File: config.mk
export PLATFORM = sky130hd
export DESIGN_NAME = frame_serializer
export DESIGN_NICKNAME = d
export VERILOG_FILES = /design/src/rtl/fser_pkg.sv /design/src/rtl/fser_lane_mux.sv /design/src/rtl/fser_frame_ctr.sv /design/src/rtl/fser_fifo.sv /design/src/rtl/frame_serializer.sv
export SDC_FILE = /design/constraint.sdc
export NUM_CORES = 1
export LEC_CHECK = 0
export BUFFER_PORTS_ARGS = -buffer_cell sky130_fd_sc_hd__buf_2
export CAP_MARGIN = 20
export CORE_MARGIN = 8
export CORE_UTILIZATION = 58
export DETAILED_ROUTE_END_ITERATION = 10
export PLACE_DENSITY = 0.8
export SLEW_MARGIN = 0
export SYNTH_ARGS = -nofsm -noshare
export SYNTH_HDL_FRONTEND = slang
export SYNTH_SLANG_ARGS = --single-unit
File: constraint.sdc
create_clock -name clk -period 6.8 [get_ports clk]
set_input_delay 1.36 -clock clk [delete_from_list [all_inputs] [get_ports clk]]
set_output_delay 1.36 -clock clk [all_outputs]
set_load 0.05 [all_outputs]
File: src/rtl/fser_pkg.sv
package fser_pkg;

    localparam int unsigned LANES_DEF      = 4;
    localparam int unsigned WORD_W_DEF     = 32;
    localparam int unsigned FRAME_LEN_DEF  = 512;
    localparam int unsigned FIFO_DEPTH_DEF = 16;

    // Source selection encoding
    typedef enum logic {
        SRC_CHAN   = 1'b0,
        SRC_BYPASS = 1'b1
    } src_e;

    function automatic bit is_pow2(input int unsigned v);
        return (v != 0) && ((v & (v - 1)) == 0);
    endfunction

endpackage

File: src/rtl/fser_lane_mux.sv
module fser_lane_mux
    import fser_pkg::*;
#(
    parameter int unsigned BUS_W = LANES_DEF * WORD_W_DEF
) (
    input  src_e               sel,
    input  logic               chan_valid,
    input  logic [BUS_W-1:0]   chan_data,
    input  logic               byp_valid,
    input  logic [BUS_W-1:0]   byp_data,
    output logic               out_valid,
    output logic [BUS_W-1:0]   out_data
);

    always_comb begin
        if (sel == SRC_BYPASS) begin
            out_valid = byp_valid;
            out_data  = byp_data;
        end else begin
            out_valid = chan_valid;
            out_data  = chan_data;
        end
    end

endmodule

File: src/rtl/fser_frame_ctr.sv
module fser_frame_ctr #(
    parameter int unsigned LEN = 128,
    localparam int unsigned CW = (LEN > 1) ? $clog2(LEN) : 1
) (
    input  logic          clk,
    input  logic          rst,
    input  logic          adv,
    output logic [CW-1:0] count
);

    always_ff @(posedge clk) begin
        if (rst) begin
            count <= '0;
        end else if (adv) begin
            if (count == CW'(LEN - 1)) count <= '0;
            else                       count <= count + 1'b1;
        end
    end

endmodule

File: src/rtl/fser_fifo.sv
module fser_fifo #(
    parameter int unsigned WORD_W = 32,
    parameter int unsigned LANES  = 4,
    parameter int unsigned DEPTH  = 16,
    localparam int unsigned AW    = $clog2(DEPTH),
    localparam int unsigned CW    = $clog2(DEPTH + 1)
) (
    input  logic                    clk,
    input  logic                    rst,
    input  logic                    wr_en,
    input  logic [LANES*WORD_W-1:0] wr_data,
    input  logic                    rd_en,
    output logic [WORD_W-1:0]       rd_data,
    output logic                    empty,
    output logic                    room
);

    logic [WORD_W-1:0] mem [DEPTH];
    logic [AW-1:0]     wr_ptr;
    logic [AW-1:0]     rd_ptr;
    logic [CW-1:0]     fill;

    // Wide write: all lanes land in consecutive slots, lane 0 first
    always_ff @(posedge clk) begin
        if (wr_en) begin
            for (int l = 0; l < int'(LANES); l++) begin
                mem[wr_ptr + AW'(l)] <= wr_data[l*WORD_W +: WORD_W];
            end
        end
    end

    always_ff @(posedge clk) begin
        if (rst) begin
            wr_ptr <= '0;
            rd_ptr <= '0;
            fill   <= '0;
        end else begin
            if (wr_en) wr_ptr <= wr_ptr + AW'(LANES);
            if (rd_en) rd_ptr <= rd_ptr + 1'b1;
            fill <= fill + (wr_en ? CW'(LANES) : '0) - (rd_en ? CW'(1) : '0);
        end
    end

    assign rd_data = mem[rd_ptr];
    assign empty   = (fill == '0);
    assign room    = (fill <= CW'(DEPTH - LANES));

endmodule

File: src/rtl/frame_serializer.sv
module frame_serializer
    import fser_pkg::*;
#(
    parameter int unsigned LANES      = LANES_DEF,
    parameter int unsigned WORD_W     = WORD_W_DEF,
    parameter int unsigned FRAME_LEN  = FRAME_LEN_DEF,
    parameter int unsigned FIFO_DEPTH = FIFO_DEPTH_DEF,
    localparam int unsigned BUS_W     = LANES * WORD_W,
    localparam int unsigned BEATS     = FRAME_LEN / LANES,
    localparam int unsigned IN_CW     = (BEATS > 1) ? $clog2(BEATS) : 1,
    localparam int unsigned OUT_CW    = (FRAME_LEN > 1) ? $clog2(FRAME_LEN) : 1
) (
    input  logic              clk,
    input  logic              rst,
    input  logic              mode_sel,
    input  logic              chan_valid,
    input  logic [BUS_W-1:0]  chan_data,
    input  logic              byp_valid,
    input  logic [BUS_W-1:0]  byp_data,
    output logic              m_tvalid,
    input  logic              m_tready,
    output logic [WORD_W-1:0] m_tdata,
    output logic              m_tlast,
    output logic              overflow
);

    generate
        if (!is_pow2(FIFO_DEPTH) || (FIFO_DEPTH % LANES) != 0 || (FRAME_LEN % LANES) != 0) begin : g_bad_cfg
            $error("frame_serializer: FIFO depth must be a power of two; depth and frame length must be multiples of the lane count");
        end
    endgenerate

    src_e              mode_q;
    src_e              mode_eff;
    logic              sel_valid;
    logic [BUS_W-1:0]  sel_data;
    logic              accept;
    logic              fifo_empty;
    logic              fifo_room;
    logic              handshake;
    logic              ovf_q;
    logic [IN_CW-1:0]  in_cnt;
    logic [OUT_CW-1:0] out_cnt;

    // Source choice is re-evaluated only while the input frame counter is at its start
    assign mode_eff = (in_cnt == '0) ? src_e'(mode_sel) : mode_q;

    always_ff @(posedge clk) begin
        if (rst) mode_q <= SRC_CHAN;
        else     mode_q <= mode_eff;
    end

    fser_lane_mux #(
        .BUS_W (BUS_W)
    ) u_mux (
        .sel        (mode_eff),
        .chan_valid (chan_valid),
        .chan_data  (chan_data),
        .byp_valid  (byp_valid),
        .byp_data   (byp_data),
        .out_valid  (sel_valid),
        .out_data   (sel_data)
    );

    assign accept    = sel_valid && fifo_room;
    assign handshake = m_tvalid && m_tready;

    fser_fifo #(
        .WORD_W (WORD_W),
        .LANES  (LANES),
        .DEPTH  (FIFO_DEPTH)
    ) u_fifo (
        .clk     (clk),
        .rst     (rst),
        .wr_en   (accept),
        .wr_data (sel_data),
        .rd_en   (handshake),
        .rd_data (m_tdata),
        .empty   (fifo_empty),
        .room    (fifo_room)
    );

    // Input-side frame position, in beats
    fser_frame_ctr #(
        .LEN (BEATS)
    ) u_in_ctr (
        .clk   (clk),
        .rst   (rst),
        .adv   (accept),
        .count (in_cnt)
    );

    // Output-side frame position, in words
    fser_frame_ctr #(
        .LEN (FRAME_LEN)
    ) u_out_ctr (
        .clk   (clk),
        .rst   (rst),
        .adv   (handshake),
        .count (out_cnt)
    );

    always_ff @(posedge clk) begin
        if (rst)                         ovf_q <= 1'b0;
        else if (sel_valid && !fifo_room) ovf_q <= 1'b1;
    end

    assign m_tvalid = !fifo_empty;
    assign m_tlast  = m_tvalid && (out_cnt == OUT_CW'(FRAME_LEN - 1));
    assign overflow = ovf_q;

endmodule

Word level (Yosys, flattened, before mapping)
Memory sizes are Yosys's and may differ from the RTL's. A register that Yosys moved wholly into a read port is not among the register bits.
Index checks and enable logic that the tools add are counted.
{"block": "op_classes", "n_reduce_logical": 8, "shift": 0, "n_addsub": 9, "n_lt_le_gt_ge": 1, "n_mul": 0, "bitwise_logic": 0, "n_mux": 11, "div_mod_pow": 0, "eq_ne": 2}
{"op": "128-bit 2-to-1 mux", "count": 1}
{"op": "9-bit by 1-bit adder with 9-bit output (second input constant)", "count": 1}
{"op": "9-bit equality test (second input constant)", "count": 1}
{"op": "9-bit 2-to-1 mux", "count": 1}
{"op": "4-bit by 1-bit adder with 4-bit output (second input constant)", "count": 2}
{"op": "4-bit by 2-bit adder with 4-bit output (second input constant)", "count": 2}
{"op": "4-bit 2-to-1 mux", "count": 2}
{"op": "7-bit by 1-bit adder with 7-bit output (second input constant)", "count": 1}
{"op": "7-bit equality test (second input constant)", "count": 1}
{"op": "7-bit zero test", "count": 1}
{"op": "7-bit 2-to-1 mux", "count": 1}
{"op": "5-bit adder", "count": 1}
{"op": "5-bit by 4-bit less-or-equal comparator with 1-bit output (second input constant)", "count": 1}
{"op": "5-bit zero test", "count": 1}
{"op": "1-bit 2-to-1 mux", "count": 5}
{"op": "5-bit subtractor", "count": 1}
{"op": "4-bit by 3-bit adder with 4-bit output (second input constant)", "count": 1}
{"op": "1-bit logical AND", "count": 4}
{"op": "3-bit 2-to-1 mux", "count": 1}
{"op": "1-bit zero test", "count": 2}
{"block": "word_totals", "ramBits": 512, "in_bits": 262, "out_inout_bits": 35, "romBits": 0, "ff_bits": 31, "word_cells": 39, "memories": 1, "latchBits": 0}
{"name": "u_fifo.mem", "words": 16, "width": 32, "rd": 1, "rd_ports_with_merged_regs": 1, "wr": 4, "line": "fser_fifo.sv:18", "rtl": "logic [WORD_W-1:0] mem [DEPTH];"}

Longest topological paths before layout
{"block": "logic_depth", "word_depth": 7, "mapped_depth": 14, "ltp_nobuf": 13}

By module
A second synthesis with hierarchy kept.
{"block": "hier_totals", "hier_cells": 1098, "hier_area_um2": 22277.6}
{"module": "fser_fifo", "area_each_um2": 19780.2, "cells_per_inst": 854, "instances": 1}
{"module": "fser_lane_mux", "area_each_um2": 1604.0, "cells_per_inst": 143, "instances": 1}
{"module": "fser_frame_ctr (u_out_ctr)", "area_each_um2": 424.2, "cells_per_inst": 45, "instances": 1}
{"module": "fser_frame_ctr (u_in_ctr)", "area_each_um2": 312.8, "cells_per_inst": 38, "instances": 1}
{"module": "frame_serializer", "area_each_um2": 156.4, "cells_per_inst": 18, "instances": 1}

Worst setup path after synthesis
Ideal clock, no wire load.
{"block": "synth_timing", "kind": "input -> register", "from": "in chan_valid", "to": "mem u_fifo.mem[0][0], enable pin", "setup_time_ns": 0.502, "path_slack_ns": 1.243, "cell_stages": 5, "arrival_time_ns": 5.055, "cell_sequence": "nor2b_1 > o211ai_2 > a21oi_2 > clkbuf_1 > and2_1"}
{"item": "from (decl)", "line": "frame_serializer.sv:16", "rtl": "input logic chan_valid,"}
{"item": "to (decl)", "line": "fser_fifo.sv:18"}

==> flow_metrics.env <==
export IMPL_status="finished clean"
export IMPL_coreArea_mm2=0.0383
export IMPL_postCtsSetupBuffers=0
export IMPL_critPathMostFrequentCell="mux4_2"
export IMPL_ant_nets=0
export IMPL_drt_initial_drc_count=775
export IMPL_clock_sinks=545
export IMPL_grt_setup_unrepaired="false"
export IMPL_fin_setup_tns_ps=0
export IMPL_ys_seq_elements=545
export IMPL_finalSetupViolations=0
export IMPL_detailed_place_hpwl_um=27900
export IMPL_grt_pass1_vias=12100
export IMPL_p_per_area_mw_per_mm2=422
export IMPL_worstSetupEndpointType="output port"
export IMPL_syn_inst=1029
export IMPL_htreeDepth=2
export IMPL_numCtsBuffers=53
export IMPL_drt_total_wl_um=44500
export IMPL_fill_cells=2339
export IMPL_synthesis_nets=1307
export IMPL_fin_crit_ps=4930
export IMPL_drive_gt1_frac=0.501
export IMPL_crit_buf_inv=2
export IMPL_layout_cells_non_filler=1901
export IMPL_wl_per_cell_um=23.4
export IMPL_clk_latency_ps=570
export IMPL_maxSlewViolCount=0
export IMPL_cts_repair_resize_count=0
export IMPL_post_route_period_util=0.725
export IMPL_grt_start_max_net_pins=78
export IMPL_grt_pass1_wl_um=68800
export IMPL_fp_row_count=72
export IMPL_leakagePower_nw=8.85
export IMPL_synth_top_flop_cell="edfxtp_1"
export IMPL_ios=297
export IMPL_skew_ps=13.2
export IMPL_diodes=0
export IMPL_fmax_ghz=0.203
export IMPL_viasPerCell=5.85
export IMPL_nets=1616
export IMPL_initial_core_util=0.582
export IMPL_cp_top_family="multiplexers"
export IMPL_worstPathCellList="buf_4 -> mux4_2 -> mux4_2 -> buf_2"
export IMPL_vdd_drop_max_mv=0.329
export IMPL_dp_cells=1801
export IMPL_criticalPathCategory="reg2out"
export IMPL_die_area_mm2=0.0450
export IMPL_synth_cell_types=39
export IMPL_route_detailed_drc=0
export IMPL_synthesis_area_mm2=0.0223
export IMPL_clockBufferDepth=3
export IMPL_dieWidth_um=212
export IMPL_async_flop_share=0
export IMPL_area_growth_pct=17.4
export IMPL_start_kind="register"
export IMPL_cp_max_fo=50
export IMPL_firstDrtPassIters=5
export IMPL_max_cap_viol_count=0
export IMPL_relSlewSlack=0.300
export IMPL_hold_path_class="reg2reg"
export IMPL_worst_slew_pin_slew_ps=1050
export IMPL_hold_viol=0
export IMPL_vias=11100
export IMPL_synth_edf_count=512
export IMPL_io_buffers=296
export IMPL_die_h_um=212
export IMPL_ys_warnings_count=0
export IMPL_root_buffer="clkbuf_16"
export IMPL_place_gp_congestion=0.763
export IMPL_hold_buffers=0
export IMPL_critPathSlowestCell="dfxtp_4"
export IMPL_grt_overflow=0
export IMPL_grt_use_total=0.199
export IMPL_syn_area_per_cell_um2=21.7
export IMPL_clk_pin_slew_ps=60
export IMPL_cpPeakStageDelay_ps=1000
export IMPL_worstPathRequired_ps=5440
export IMPL_whs_ps=503
export IMPL_antenna_found_initial=0
export IMPL_cts_tree="built"
export IMPL_ys_seq_area_frac=0.720
export IMPL_arrival_ps=3570
==> worst min-delay path: cells and delay by family (launching register included) <==
kind / cells / cell delay (ps)
DFF: 1 / 330
AOI/OAI and AO/OA: 2 / 130
==> final cells by class <==
type	count	area [um2]	share of cell area
clock buffers	60	1400	0.0533
inverters	13	48.8	0.00187
clock inverters	40	445	0.0170
repair buffers	309	1620	0.0618
well taps	518	648	0.0248
flip-flops and latches	545	16000	0.614
multi-input cells	416	5950	0.228
==> synthesized netlist by cell type (all sizes together), types with 3 or more instances <==
cell / count / share of area
mux2: 128 / 0.065
nand3: 5 / 0.0011
mux4: 160 / 0.16
or3: 3 / 0.00084
nand4: 5 / 0.0014
dfxtp: 33 / 0.030
edfxtp: 512 / 0.69
nor2b: 4 / 0.0011
and2: 7 / 0.0020
mux2i: 4 / 0.0018
clkbuf: 26 / 0.0044
o21ai: 4 / 0.00090
nand2: 14 / 0.0024
inv: 13 / 0.0022
xnor2: 3 / 0.0012
buf: 29 / 0.0077
ha: 15 / 0.0084
nor2: 23 / 0.0039
a21oi: 11 / 0.0026
xor2: 9 / 0.0035
==> cells by family (layout without fill, tap and decap cells) <==
logic type | Yosys count | count (layout) | synth area share
AO/OA/AOI/OAI | 24 | 24 | 0.00707
adder cells (fa/ha/maj) | 16 | 16 | 0.00932
XOR/XNOR | 12 | 12 | 0.00472
flip-flops | 545 | 545 | 0.720
AND/OR/NAND/NOR | 72 | 72 | 0.0168
buffers and inverters | 68 | 422 | 0.0143
multiplexers | 292 | 292 | 0.228
==> routing by layer <==
| metal | up-vias | share of wire | GRT usage |
|---|---|---|---|
| met2 | 474 | 0.50 | 0.335 |
| met1 | 5693 | 0.41 | 0.266 |
| li1 | 4901 | - | - |
| met4 | 0 | 0.018 | 0.0489 |
| met3 | 57 | 0.074 | 0.0441 |
| met5 | - | 0 | 0 |
==> registers in the layout, indices dropped and copies added (netlist names), named ones only <==
name / count
mode_q: 1
overflow: 1
u_fifo.fill: 5
u_fifo.mem: 512
u_fifo.rd_ptr: 4
u_fifo.wr_ptr: 2
u_in_ctr.count: 7
u_out_ctr.count: 9
==> stage by stage <==
stage	power, mW	worst slack, ps	util	cell area [um2]
2_1_floorplan	7.31	1240	-	22300
6_report	11.0	1870	0.683	26200
3_3_place_gp	7.97	2420	0.635	24300
3_5_place_dp	8.08	2380	0.635	24300
5_1_grt	11.5	1590	0.683	26200
4_1_cts	11.2	1740	0.683	26200
==> cell usage in the layout (no fill, tap or decap), drive strengths merged, types with 2 or more instances in the layout <==
| cell type | instances |
|---|---|
| or4 | 2 |
| clkbuf | 60 |
| dfxtp | 33 |
| mux2i | 4 |
| mux2 | 128 |
| nor2 | 23 |
| nand2 | 14 |
| and2 | 7 |
| a22o | 2 |
| o21ai | 4 |
| bufinv | 10 |
| xnor2 | 3 |
| buf | 309 |
| nand4 | 5 |
| mux4 | 160 |
| xor2 | 9 |
| clkinv | 27 |
| edfxtp | 512 |
| and3 | 2 |
| nand2b | 2 |
| a21o | 2 |
| ha | 15 |
| or3 | 3 |
| inv | 15 |
| a21oi | 11 |
| nand3 | 5 |
| nor2b | 4 |
==> where the power goes <==
part           internal (mW)  total, mW  switching (mW)
Combinational           1.33       3.16            1.82
Clock                   1.85       3.05            1.20
Sequential              4.55       4.83           0.280
Total                   7.73       11.0            3.30
==> final timing paths <==
path / startpoint / endpoint / slack (ps) / depth (start not counted)
setup reg to reg: u_in_ctr.count[0]$_SDFFE_PP0P_ / u_fifo.mem[2][13]$_DFFE_PP_ / 3270 / 7
hold reg to reg: u_in_ctr.count[6]$_SDFFE_PP0P_ / u_in_ctr.count[6]$_SDFFE_PP0P_ / 500 / 2
setup / recovery: register / m_tdata[23] / 1870 / 4
hold / removal: u_in_ctr.count[6]$_SDFFE_PP0P_ / u_in_ctr.count[6]$_SDFFE_PP0P_ / 500 / 2
No activity file was read; power rests on OpenSTA's default activity.
